### src/rtl/blockavg_pkg.sv
package blockavg_pkg;

  // Limit a requested exponent to the largest supported block length.
  function automatic int clamp_m(input int m, input int mmax);
    return (m > mmax) ? mmax : m;
  endfunction

  // Width of the block counter; never below one bit.
  function automatic int cnt_width(input int mmax);
    return (mmax > 0) ? mmax : 1;
  endfunction

endpackage

### src/rtl/blockavg_integrator.sv
module blockavg_integrator #(
  parameter int DW = 16,
  parameter int IW = 22
) (
  input  logic                 clk,
  input  logic                 rst,
  input  logic                 en,
  input  logic signed [DW-1:0] din,
  output logic signed [IW-1:0] acc_next
);

  logic signed [IW-1:0] acc_q;
  logic signed [IW-1:0] din_ext;

  assign din_ext  = {{(IW-DW){din[DW-1]}}, din};
  // Sum including the sample on the input this cycle; wraps modulo 2^IW.
  assign acc_next = acc_q + din_ext;

  always_ff @(posedge clk) begin
    if (rst) begin
      acc_q <= '0;
    end else if (en) begin
      acc_q <= acc_next;
    end
  end

endmodule

### src/rtl/blockavg_decim_ctrl.sv
module blockavg_decim_ctrl #(
  parameter int MMAX = 6,
  parameter int MW   = 3,
  parameter int CW   = 6
) (
  input  logic          clk,
  input  logic          rst,
  input  logic          in_valid,
  input  logic [MW-1:0] m_sel,
  output logic [MW-1:0] m_act,
  output logic [CW-1:0] blk_cnt,
  output logic          boundary
);

  logic [MW-1:0] m_req;
  logic [CW-1:0] blk_mask;

  assign m_req    = MW'(blockavg_pkg::clamp_m(int'(m_sel), MMAX));
  assign blk_mask = CW'((1 << m_act) - 1);
  assign boundary = in_valid && (blk_cnt == blk_mask);

  always_ff @(posedge clk) begin
    if (rst) begin
      blk_cnt <= '0;
      m_act   <= m_req;
    end else if (boundary) begin
      blk_cnt <= '0;
      m_act   <= m_req;
    end else if (in_valid) begin
      blk_cnt <= blk_cnt + 1'b1;
    end
  end

endmodule

### src/rtl/blockavg_comb.sv
module blockavg_comb #(
  parameter int DW   = 16,
  parameter int IW   = 22,
  parameter int MMAX = 6,
  parameter int MW   = 3
) (
  input  logic                 clk,
  input  logic                 rst,
  input  logic                 tap_en,
  input  logic signed [IW-1:0] tap,
  input  logic [MW-1:0]        shift,
  output logic                 out_valid,
  output logic signed [DW-1:0] out_data
);

  logic signed [IW-1:0] prev_q;
  logic signed [IW-1:0] diff;
  logic signed [DW-1:0] opts [MMAX+1];

  // Difference of two wrapped taps is exact as long as the block sum fits IW.
  assign diff = tap - prev_q;

  // One scaled candidate per legal exponent; the active one is muxed out.
  for (genvar k = 0; k <= MMAX; k++) begin : g_scale
    assign opts[k] = DW'(diff >>> k);
  end

  always_ff @(posedge clk) begin
    if (rst) begin
      prev_q    <= '0;
      out_valid <= 1'b0;
      out_data  <= '0;
    end else begin
      out_valid <= tap_en;
      if (tap_en) begin
        prev_q   <= tap;
        out_data <= opts[shift];
      end
    end
  end

endmodule

### src/rtl/blockavg_decimator.sv
module blockavg_decimator #(
  parameter int DW   = 16,
  parameter int MMAX = 6,
  parameter int MW   = $clog2(MMAX + 1)
) (
  input  logic                 clk,
  input  logic                 rst,
  input  logic                 in_valid,
  input  logic signed [DW-1:0] in_data,
  input  logic [MW-1:0]        m_sel,
  output logic                 out_valid,
  output logic signed [DW-1:0] out_data
);

  localparam int IW = DW + MMAX;
  localparam int CW = blockavg_pkg::cnt_width(MMAX);

  logic signed [IW-1:0] acc_next;
  logic [MW-1:0]        m_act;
  logic [CW-1:0]        blk_cnt;
  logic                 boundary;

  blockavg_integrator #(.DW(DW), .IW(IW)) u_integ (
    .clk      (clk),
    .rst      (rst),
    .en       (in_valid),
    .din      (in_data),
    .acc_next (acc_next)
  );

  blockavg_decim_ctrl #(.MMAX(MMAX), .MW(MW), .CW(CW)) u_ctrl (
    .clk      (clk),
    .rst      (rst),
    .in_valid (in_valid),
    .m_sel    (m_sel),
    .m_act    (m_act),
    .blk_cnt  (blk_cnt),
    .boundary (boundary)
  );

  blockavg_comb #(.DW(DW), .IW(IW), .MMAX(MMAX), .MW(MW)) u_comb (
    .clk       (clk),
    .rst       (rst),
    .tap_en    (boundary),
    .tap       (acc_next),
    .shift     (m_act),
    .out_valid (out_valid),
    .out_data  (out_data)
  );

endmodule

### config.mk
export PLATFORM = sky130hd
export DESIGN_NAME = blockavg_decimator
export DESIGN_NICKNAME = d
export VERILOG_FILES = /design/src/rtl/blockavg_pkg.sv /design/src/rtl/blockavg_integrator.sv /design/src/rtl/blockavg_decim_ctrl.sv /design/src/rtl/blockavg_comb.sv /design/src/rtl/blockavg_decimator.sv
export SDC_FILE = /design/constraint.sdc
export NUM_CORES = 1
export LEC_CHECK = 0
export BUFFER_PORTS_ARGS = -buffer_cell sky130_fd_sc_hd__buf_2
export CORE_MARGIN = 1
export CORE_UTILIZATION = 60
export CTS_CLUSTER_SIZE = 14
export DETAILED_ROUTE_END_ITERATION = 16
export PLACE_DENSITY = 0.79
export SLEW_MARGIN = 20
export SYNTH_ARGS = -nofsm -noshare
export SYNTH_HDL_FRONTEND = slang
export SYNTH_SLANG_ARGS = --single-unit
### constraint.sdc
create_clock -name clk -period 7.83 [get_ports clk]
set_clock_uncertainty 0.05 [all_clocks]
set_input_delay 0.783 -clock clk [delete_from_list [all_inputs] [get_ports clk]]
set_output_delay 0.783 -clock clk [all_outputs]
set_load 0.005 [all_outputs]
# After elaboration in Yosys (flattened, before gate mapping)

Index checks and enable logic that the tools add are counted.

Bits in registers: 70
Input port bits: 22
Word-level logic and storage cells: 24

Add/subtract/negate cells: 4
Order comparisons: 2
Eq/ne operators: 1
Shift operators: 1
Muxes and demuxes: 6
Bitwise logic cells: 1
Reduce and logical (&&, ||, !) cells: 3

Operators by type and width:

| operator              | count |
|---|---|
| $bmux W16 S3          | 1 |
| $mux W16              | 2 |
| $add A22 B16 Y22      | 1 |
| $sub A22 B22 Y22      | 1 |
| $mux W3               | 3 |
| $add A6 B1 Y6 const B | 1 |
| $eq A6 B6 Y1          | 1 |
| $shl A1 B3 Y6 const A | 1 |
| $sub A6 B2 Y6 const B | 1 |
| $ge A4 B4 Y1 const B  | 1 |
| $not A3 Y4            | 1 |
| $gt A3 B3 Y1 const B  | 1 |
| $reduce_bool A2 Y1    | 1 |
| $reduce_or A2 Y1      | 1 |
| $logic_and A1 B1 Y1   | 1 |

# Longest topological paths before layout

Gate-level depths: netlist of run 1.

Word-level depth: 6
Gate-level depth with buffers: 22
Depth with buffers taken out: 22

# Hierarchy

Synthesis of run 1 repeated with hierarchy kept, for this count alone.

Cell total of the unflattened synthesis: 775
Area, all modules: 6218.5 um^2

Modules (own cells, without submodules):

| module              | times used | cells each | area an instance (um^2) |
|---|---|---|---|
| blockavg_comb       | 1          | 460        | 3582.2 |
| blockavg_integrator | 1          | 262        | 2078.2 |
| blockavg_decim_ctrl | 1          | 53         | 558.0 |

# Worst setup path before layout of run 1

Ideal clock, no wire load.

Path kind: input to register
Start point: input in_data[0]
End point: register u_comb.out_data[14]
Data arrival time: 5.007 ns
Data required time: 7.705 ns
Setup slack: 2.698 ns
Stages on the path: 21
Cells stage by stage: ha_1 inv_1 fa_1 nor2b_1 o21a_1 o21ai_1 a2111oi_0 o21a_1 o21a_1 o21ai_1 and2_1 xnor2_1 ha_1 a21o_1 a2111oi_4 a211oi_1 o311a_1 o21a_1 or3_1 a21o_1 a22oi_2

Cells in the longest elaborated chain, start to end: 5

RTL lines:

| element                                     | line                      | RTL |
|---|---|---|
| start: declaration                          | blockavg_decimator.sv:9   | `input logic signed [DW-1:0] in_data,` |
| $add A22 B16 Y22                            | blockavg_integrator.sv:17 | `assign acc_next = acc_q + din_ext;` |
| net acc_next[14]                            | blockavg_decimator.sv:18  | `logic signed [IW-1:0] acc_next;` |
| $sub A22 B22 Y22                            | blockavg_comb.sv:21       | `assign diff = tap - prev_q;` |
| $bmux W16 S3                                | blockavg_comb.sv:37       | `out_data <= opts[shift];` |
| $mux W16 (implied by the code) (2 in a row) | blockavg_comb.sv:37       |  |
| end signal: assignment                      | blockavg_comb.sv:37       |  |
| end: declaration                            | blockavg_comb.sv:13       | `output logic signed [DW-1:0] out_data` |

The timed path passes the listed nets, and every way through them passes these cells. The select of a mux whose other input is x is not followed.
A chain may end at the register's enable or synchronous reset.

# Worst setup path in the final report of run 1

Ends and elaborated chain as after synthesis.

==> results.txt, run 1 <==
GRT Resource Usage Total = 0.2796
Final std cells w/o fill = 834
Failing checks = DRC
DP Cell Count = 818
Via count = 5,186
Number of gates resized after CTS = 0
Worst path arrival time = 5.71 ns
VDD IR max = 0.1375 mV
Async SR Flop Fraction = 0
Outcome = finished, violations left
Clock Path Buffers = 2
Commonest non-fill, non-tap cell in the layout = nor2_1
Port buffer count = 38
Vias in the first global route = 4,833
Die area = 9567 um^2
Root buf cell = clkbuf_8
# H-tree levels = 3
Initial Util = 0.6255
DR iter-0 viols = 385
Die X = 97.81 um
Number of routed nets with antenna violations = 0
Cell Pwr Density = 283.9 nW/um^2
Initial antenna violation count = 0
Layout overhead on the synthesized area = 8.678%
Row Count = 34
Die Y = 97.81 um
Worst slack, placed = 2.105 ns
Setup ws final = 2.365 ns
Peak Freq = 0.1830 GHz
Postcts setup bufs = 0
Clock Latency Late Sink = 0.36 ns
Hold Vio Cnt, Final = 0
CP Max Fanout = 7
Post-DP HPWL = 9430 um
Syn_nets = 769
Setup Crit Path Kind = in2reg
Setup_tns = 0 ns
Static leakage = 2.493 nW
Routed WL = 12,920 um
Fraction of layout cells with a size suffix above 1 = 0.09091
RSZ-0062 raised after global routing = no
Largest net degree at the start of global routing = 49
# diodes = 0
First-pass GRT wire length = 22,150 um
Clock tree sinks = 70
Post-layout net count = 788
Max transition margin = 0.3971
GR Overflow Total = 0
DR DRC count = 10
Cts hold-fix bufs = 0
Distinct cell type count after synthesis = 68
#FFs+latches synth = 70
Mapped Area = 5508 um^2
Total of warnings raised by yosys = 0
Max-cap violations = 0
Mean Syn Cell Area = 7.846 um^2
DR vias/cell = 6.218
Most frequent cells in the layout = nor2_1, dfxtp_1, nand2_1, a21oi_1, ha_1
Core Area = 8806 um^2
Fin crit share = 0.6980
Main flop type after synthesis = dfxtp_1
CTS tree = done
Post-synth EDFFs = 3
Crit path time final = 5.465 ns
Crit. End Element = flip-flop
WP data required = 8.07 ns
I/O pin cnt = 39
Max Transition Viols Final = 0
Routability cong. = 0.9272
Num CTS Buffers = 9
Cells after synthesis = 702
Clk slew on worst S/H paths = 0.08 ns
Critical path launch point type = primary input
# setup viols final = 0
Drt pass-1 iters = 11
DR WL/cell = 15.50 um
Worst slew pin tran = 0.9044 ns
Register area share after synthesis = 0.2599
Hold Path Class = reg2reg
kinds of logic after synthesis:
family,after synthesis,share of synthesized area
DFF,70,0.2599
buffers and inverters,72,0.04952
xor gates and xnor gates,35,0.05566
AOI/OAI and AO/OA,209,0.2615
and+or+nand+nor,228,0.1879
muxes,43,0.08064
adders and majority gates,45,0.1050
cell usage after synthesis (all sizes together) (4+ instances only):
library cell | count | area (um^2)
nor2 | 80 | 300.3
dfxtp | 67 | 1341
nand2 | 66 | 247.7
a21oi | 47 | 235.2
ha | 43 | 538.0
mux2i | 41 | 410.4
inv | 36 | 135.1
o21ai | 34 | 170.2
clkbuf | 32 | 120.1
xnor2 | 21 | 183.9
nor3 | 19 | 95.09
a21o | 18 | 135.1
a211oi | 17 | 127.6
nand3 | 15 | 75.07
xor2 | 14 | 122.6
o211ai | 11 | 82.58
o21a | 11 | 82.58
a31oi | 10 | 62.56
and3 | 9 | 56.30
o31ai | 8 | 60.06
or3 | 8 | 50.05
a211o | 6 | 52.55
nand2b | 6 | 37.54
a21boi | 5 | 37.53
and2 | 5 | 31.28
nand4 | 4 | 25.02
o311ai | 4 | 35.04
worst paths after layout:
path,end,startpoint,cells past startpoint,slack (ns)
setup / recovery,u_comb.out_data[14],in_data[0],22,2.36
setup reg to reg,u_comb.out_data[14],u_integ.acc_q[0],21,2.52
hold reg to reg,u_comb.out_data[10],u_comb.out_data[10],2,0.39
hold / removal,u_comb.out_data[10],u_comb.out_data[10],2,0.39
critical path, stage by stage:
cell       delay [ns]
buf_2            0.08
ha_1             0.19
inv_1            0.07
fa_1             0.40
nor2b_1          0.14
o21a_1           0.14
o21ai_1          0.09
a2111oi_0        0.65
o21a_1           0.25
o21a_1           0.14
o21ai_1          0.10
and2_1           0.21
xnor2_1          0.13
ha_1             0.38
a21o_1           0.22
a2111oi_4        0.39
a211oi_1         0.15
o311a_1          0.37
o21a_1           0.21
or3_1            0.35
a21o_1           0.17
a22oi_2          0.10
flip-flops by register name, summed over array words and instances, names as in the netlist:
signal and cells:
u_comb.out_valid 1, u_comb.prev_q 22, u_ctrl.blk_cnt 6, u_comb.out_data 16
u_ctrl.m_act 3, u_integ.acc_q 22
report_power, final:
group	leakage (nW)	internal [W]	total, W	switching [W]
logic	1.80	0.000369	0.000937	0.000568
registers	0.575	0.000383	0.000400	0.0000163
clock network	0.120	0.000213	0.000363	0.000150
through the flow:
step,cell area (um^2),util,power [W],hold slack [ns]
final,5986,0.6797,0.001699,0.3852
after global placement,5742,0.6520,0.001288,0.3746
after global routing,5986,0.6797,0.001825,0.4262
after floorplan,5508,-,0.001138,0.3845
after detailed placement,5742,0.6520,0.001319,0.3790
after CTS,5986,0.6797,0.001689,0.3891
area by class of cell:
type	count	area, um^2
Clock buffer	9	123.9
Clock inverter	7	120.1
Fill cell	740	2820
Inverter	37	138.9
Multi-Input combinational cell	560	3809
Sequential cell	70	1431
Tap cell	108	135.1
Timing Repair Buffer	43	227.7
layer usage:
| metal | part of all wire | track usage | vias to the layer above |
|---|---|---|---|
| met5 | 0 | 0 | - |
| met4 | 0.023 | 0.1002 | 0 |
| met3 | 0.040 | 0.03364 | 29 |
| met2 | 0.46 | 0.4686 | 141 |
| met1 | 0.48 | 0.3716 | 2418 |
| li1 | - | - | 2598 |
(Power assumes the default switching activity.)
==> inputs of run 2 (changes only) <==
- CORE_UTILIZATION: 60 -> 56
- PLACE_DENSITY: 0.79 -> 0.78
- clock period: 7.83 -> 5 ns (I/O delays scaled with it)
==> run 2 against run 1 <==
The flow now finishes without violations. Non-clock buffer count increased by 30. First-iteration DRC count shrank 34%. Largest power group unchanged. Count of clock-buffer cells in the layout is the same. Clock power is 27% higher. Flip-flop and latch count is the same. Total power up 62%. Utilization fell by 0.84 points. Critical path depth up 1. Highest routed layer unchanged. Sequential share of layout area shrank 1.1 points. Wire length up 5.8%.
==> results.txt, run 2 (synthesized netlist as in run 1, its figures left out) <==
CTS tree = done (unchanged)
DP Cell Count = 865 (was 818)
Worst slew pin tran = 0.8950 ns (was 0.9044 ns)
DR WL/cell = 15.44 um (was 15.50 um)
Worst R2R Setup Slack = 0.19 ns (was 2.52 ns)
Max Transition Viols Final = 0 (unchanged)
Clock tree sinks = 70 (unchanged)
Total power = 0.002744 W (was 0.001699 W)
Die Y = 101.2 um (was 97.81 um)
WP data required = 5.20 ns (was 8.07 ns)
Crit path time final = 4.810 ns
Clk slew on worst S/H paths = 0.09 ns (was 0.08 ns)
CP Max Fanout = 4 (was 7)
GR Overflow Total = 0 (unchanged)
Max-cap violations = 0 (unchanged)
DR iter-0 viols = 256 (was 385)
Cts hold-fix bufs = 0 (unchanged)
Number of routed nets with antenna violations = 0 (unchanged)
Setup_tns = 0 ns (unchanged)
Fin area = 6291 um^2 (was 5986 um^2)
Final std cells w/o fill = 885 (was 834)
Row Count = 35 (was 34)
# fillers = 841 (was 740)
Core Util, Final = 0.6713 (was 0.6797)
Cell Pwr Density = 436.2 nW/um^2 (was 283.9 nW/um^2)
Fin crit share = 0.9620
Die X = 101.2 um (was 97.81 um)
DR vias/cell = 6.064 (was 6.218)
Setup Crit Path Kind = reg2reg (was in2reg)
Commonest non-fill, non-tap cell in the layout = nor2_1 (unchanged)
Combinational power share = 0.604 (was 0.551)
Layout overhead on the synthesized area = 14.22% (was 8.678%)
VDD IR max = 0.2078 mV (was 0.1375 mV)
Root buf cell = clkbuf_8 (unchanged)
Reg area = 1433 um^2 (was 1431 um^2)
Clock Latency Late Sink = 0.36 ns (about the same)
Crit. End Element = flip-flop (unchanged)
Core Area = 9371 um^2 (was 8806 um^2)
Initial antenna violation count = 0 (unchanged)
GRT Resource Usage Total = 0.2704 (was 0.2796)
Static leakage = 2.635 nW (was 2.493 nW)
DR DRC count = 0 (was 10)
Post-placement cell area = 5963 um^2 (was 5742 um^2)
Post-DP HPWL = 9969 um (was 9430 um)
Post-layout net count = 818 (was 788)
Clock Path Buffers = 2 (unchanged)
Initial Util = 0.5877 (was 0.6255)
Int Pwr = 0.001530 W (was 0.0009652 W)
Routability cong. = 0.8568 (was 0.9272)
Multi-input logic area = 3918 um^2 (was 3809 um^2)
Hold Path Class = in2reg (was reg2reg)
Net Sw Frac = 0.4423 (was 0.4320)
Worst path arrival time = 5.01 ns (was 5.71 ns)
Port buffer count = 38 (unchanged)
Sw Pwr = 0.001214 W (was 0.0007341 W)
Drt pass-1 iters = 5 (was 11)
Max transition margin = 0.4033 (was 0.3971)
Sequential Power Share = 0.228 (was 0.235)
Vias in the first global route = 4,947 (was 4,833)
Fraction of layout cells with a size suffix above 1 = 0.1495 (was 0.09091)
# setup viols final = 0 (unchanged)
Peak Freq = 0.2079 GHz
Largest net degree at the start of global routing = 49 (unchanged)
Via count = 5,367 (was 5,186)
Most frequent cells in the layout = nor2_1, nand2_1, dfxtp_1, a21oi_1, ha_1 (was nor2_1, dfxtp_1, nand2_1, a21oi_1, ha_1)
Die area = 10,240 um^2 (was 9567 um^2)
Hold Vio Cnt, Final = 0 (unchanged)
Biggest regs = u_comb.prev_q x22, u_integ.acc_q x22, u_comb.out_data x16 (unchanged)
Num CTS Buffers = 9 (unchanged)
# H-tree levels = 3 (unchanged)
Outcome = complete, no violations (was finished, violations left)
# diodes = 0 (unchanged)
Clock power share = 0.168 (was 0.213)
Routed WL = 13,670 um (was 12,920 um)
I/O pin cnt = 39 (unchanged)
Critical path launch point type = flip-flop (was primary input)
First-pass GRT wire length = 22,230 um (was 22,150 um)
## run 2: cell types whose count changed in the layout (fill, tap and decap cells not counted), sizes merged
cell	delta
clkinv	+3
inv	-1
buf	+30
bufinv	-2
## run 2: power groups by stage
| stage | logic, W | registers (W) | clock network, W |
|---|---|---|---|
| after floorplan | 0.00115 | 0.000630 | 0 |
| after global placement | 0.00150 | 0.000636 | 0 |
| after detailed placement | 0.00155 | 0.000638 | 0 |
| after CTS | 0.00156 | 0.000625 | 0.000465 |
| after global routing | 0.00182 | 0.000630 | 0.000491 |
| final | 0.00166 | 0.000626 | 0.000461 |
## run 2: worst paths after layout
kind,startpoint,endpoint,depth (start not counted)
setup / recovery,u_integ.acc_q[0],u_comb.out_data[12],23
hold / removal,m_sel[1],u_ctrl.m_act[1],1
setup reg to reg,u_integ.acc_q[0],u_comb.out_data[12],23
hold reg to reg,u_comb.out_data[10],u_comb.out_data[10],2
## run 2: area by class of cell
cell class | count | area share
timing repair buffer | 73 | 0.07200
inverter | 37 | 0.02208
tap | 129 | 0.02566
sequential | 70 | 0.2277
clock buffer | 9 | 0.01969
multi-input combinational | 560 | 0.6227
clock inverter | 7 | 0.01014
## run 2: per-layer routing
layer	wire (um)	vias up	track usage	part of all wire
li1	-	2663	-	-
met1	6320	2514	0.3473	0.46
met2	6485	166	0.4610	0.47
met3	616	24	0.03520	0.045
met4	245	0	0.1059	0.018
met5	0	-	0	0
## run 2: worst max-delay path: stages (launching register included)
cell and delay, ns:
dfxtp_2 0.36, ha_4 0.13, inv_1 0.05, fa_2 0.35, nor2b_1 0.12, o21a_1 0.17
o21ai_2 0.09, a2111oi_4 0.38, buf_4 0.17, o21a_1 0.13, o21a_1 0.17, o21ai_2 0.07
and2_4 0.16, xnor2_2 0.14, ha_1 0.35, buf_4 0.16, o211ai_1 0.20, a21oi_2 0.07
and3_1 0.18, a21oi_2 0.16, a31oi_2 0.15, or4_1 0.49, o21a_1 0.13, o311ai_1 0.27
## run 2: per-stage QoR
stage	hold WS, ns	setup WS [ns]
after floorplan	0.3845	0.1515
after global placement	0.3746	-0.1939
after detailed placement	0.3821	-0.3043
after CTS	0.2676	0.05388
after global routing	0.2691	-0.06060
final	0.2789	0.1902
## run 2: timing repair
action / 4_1_cts / 5_1_grt
pin swaps: 0 / 17
gates resized for setup: 2 / 20
setup endpoints to repair: 4 / 9
setup buffers: 0 / 4
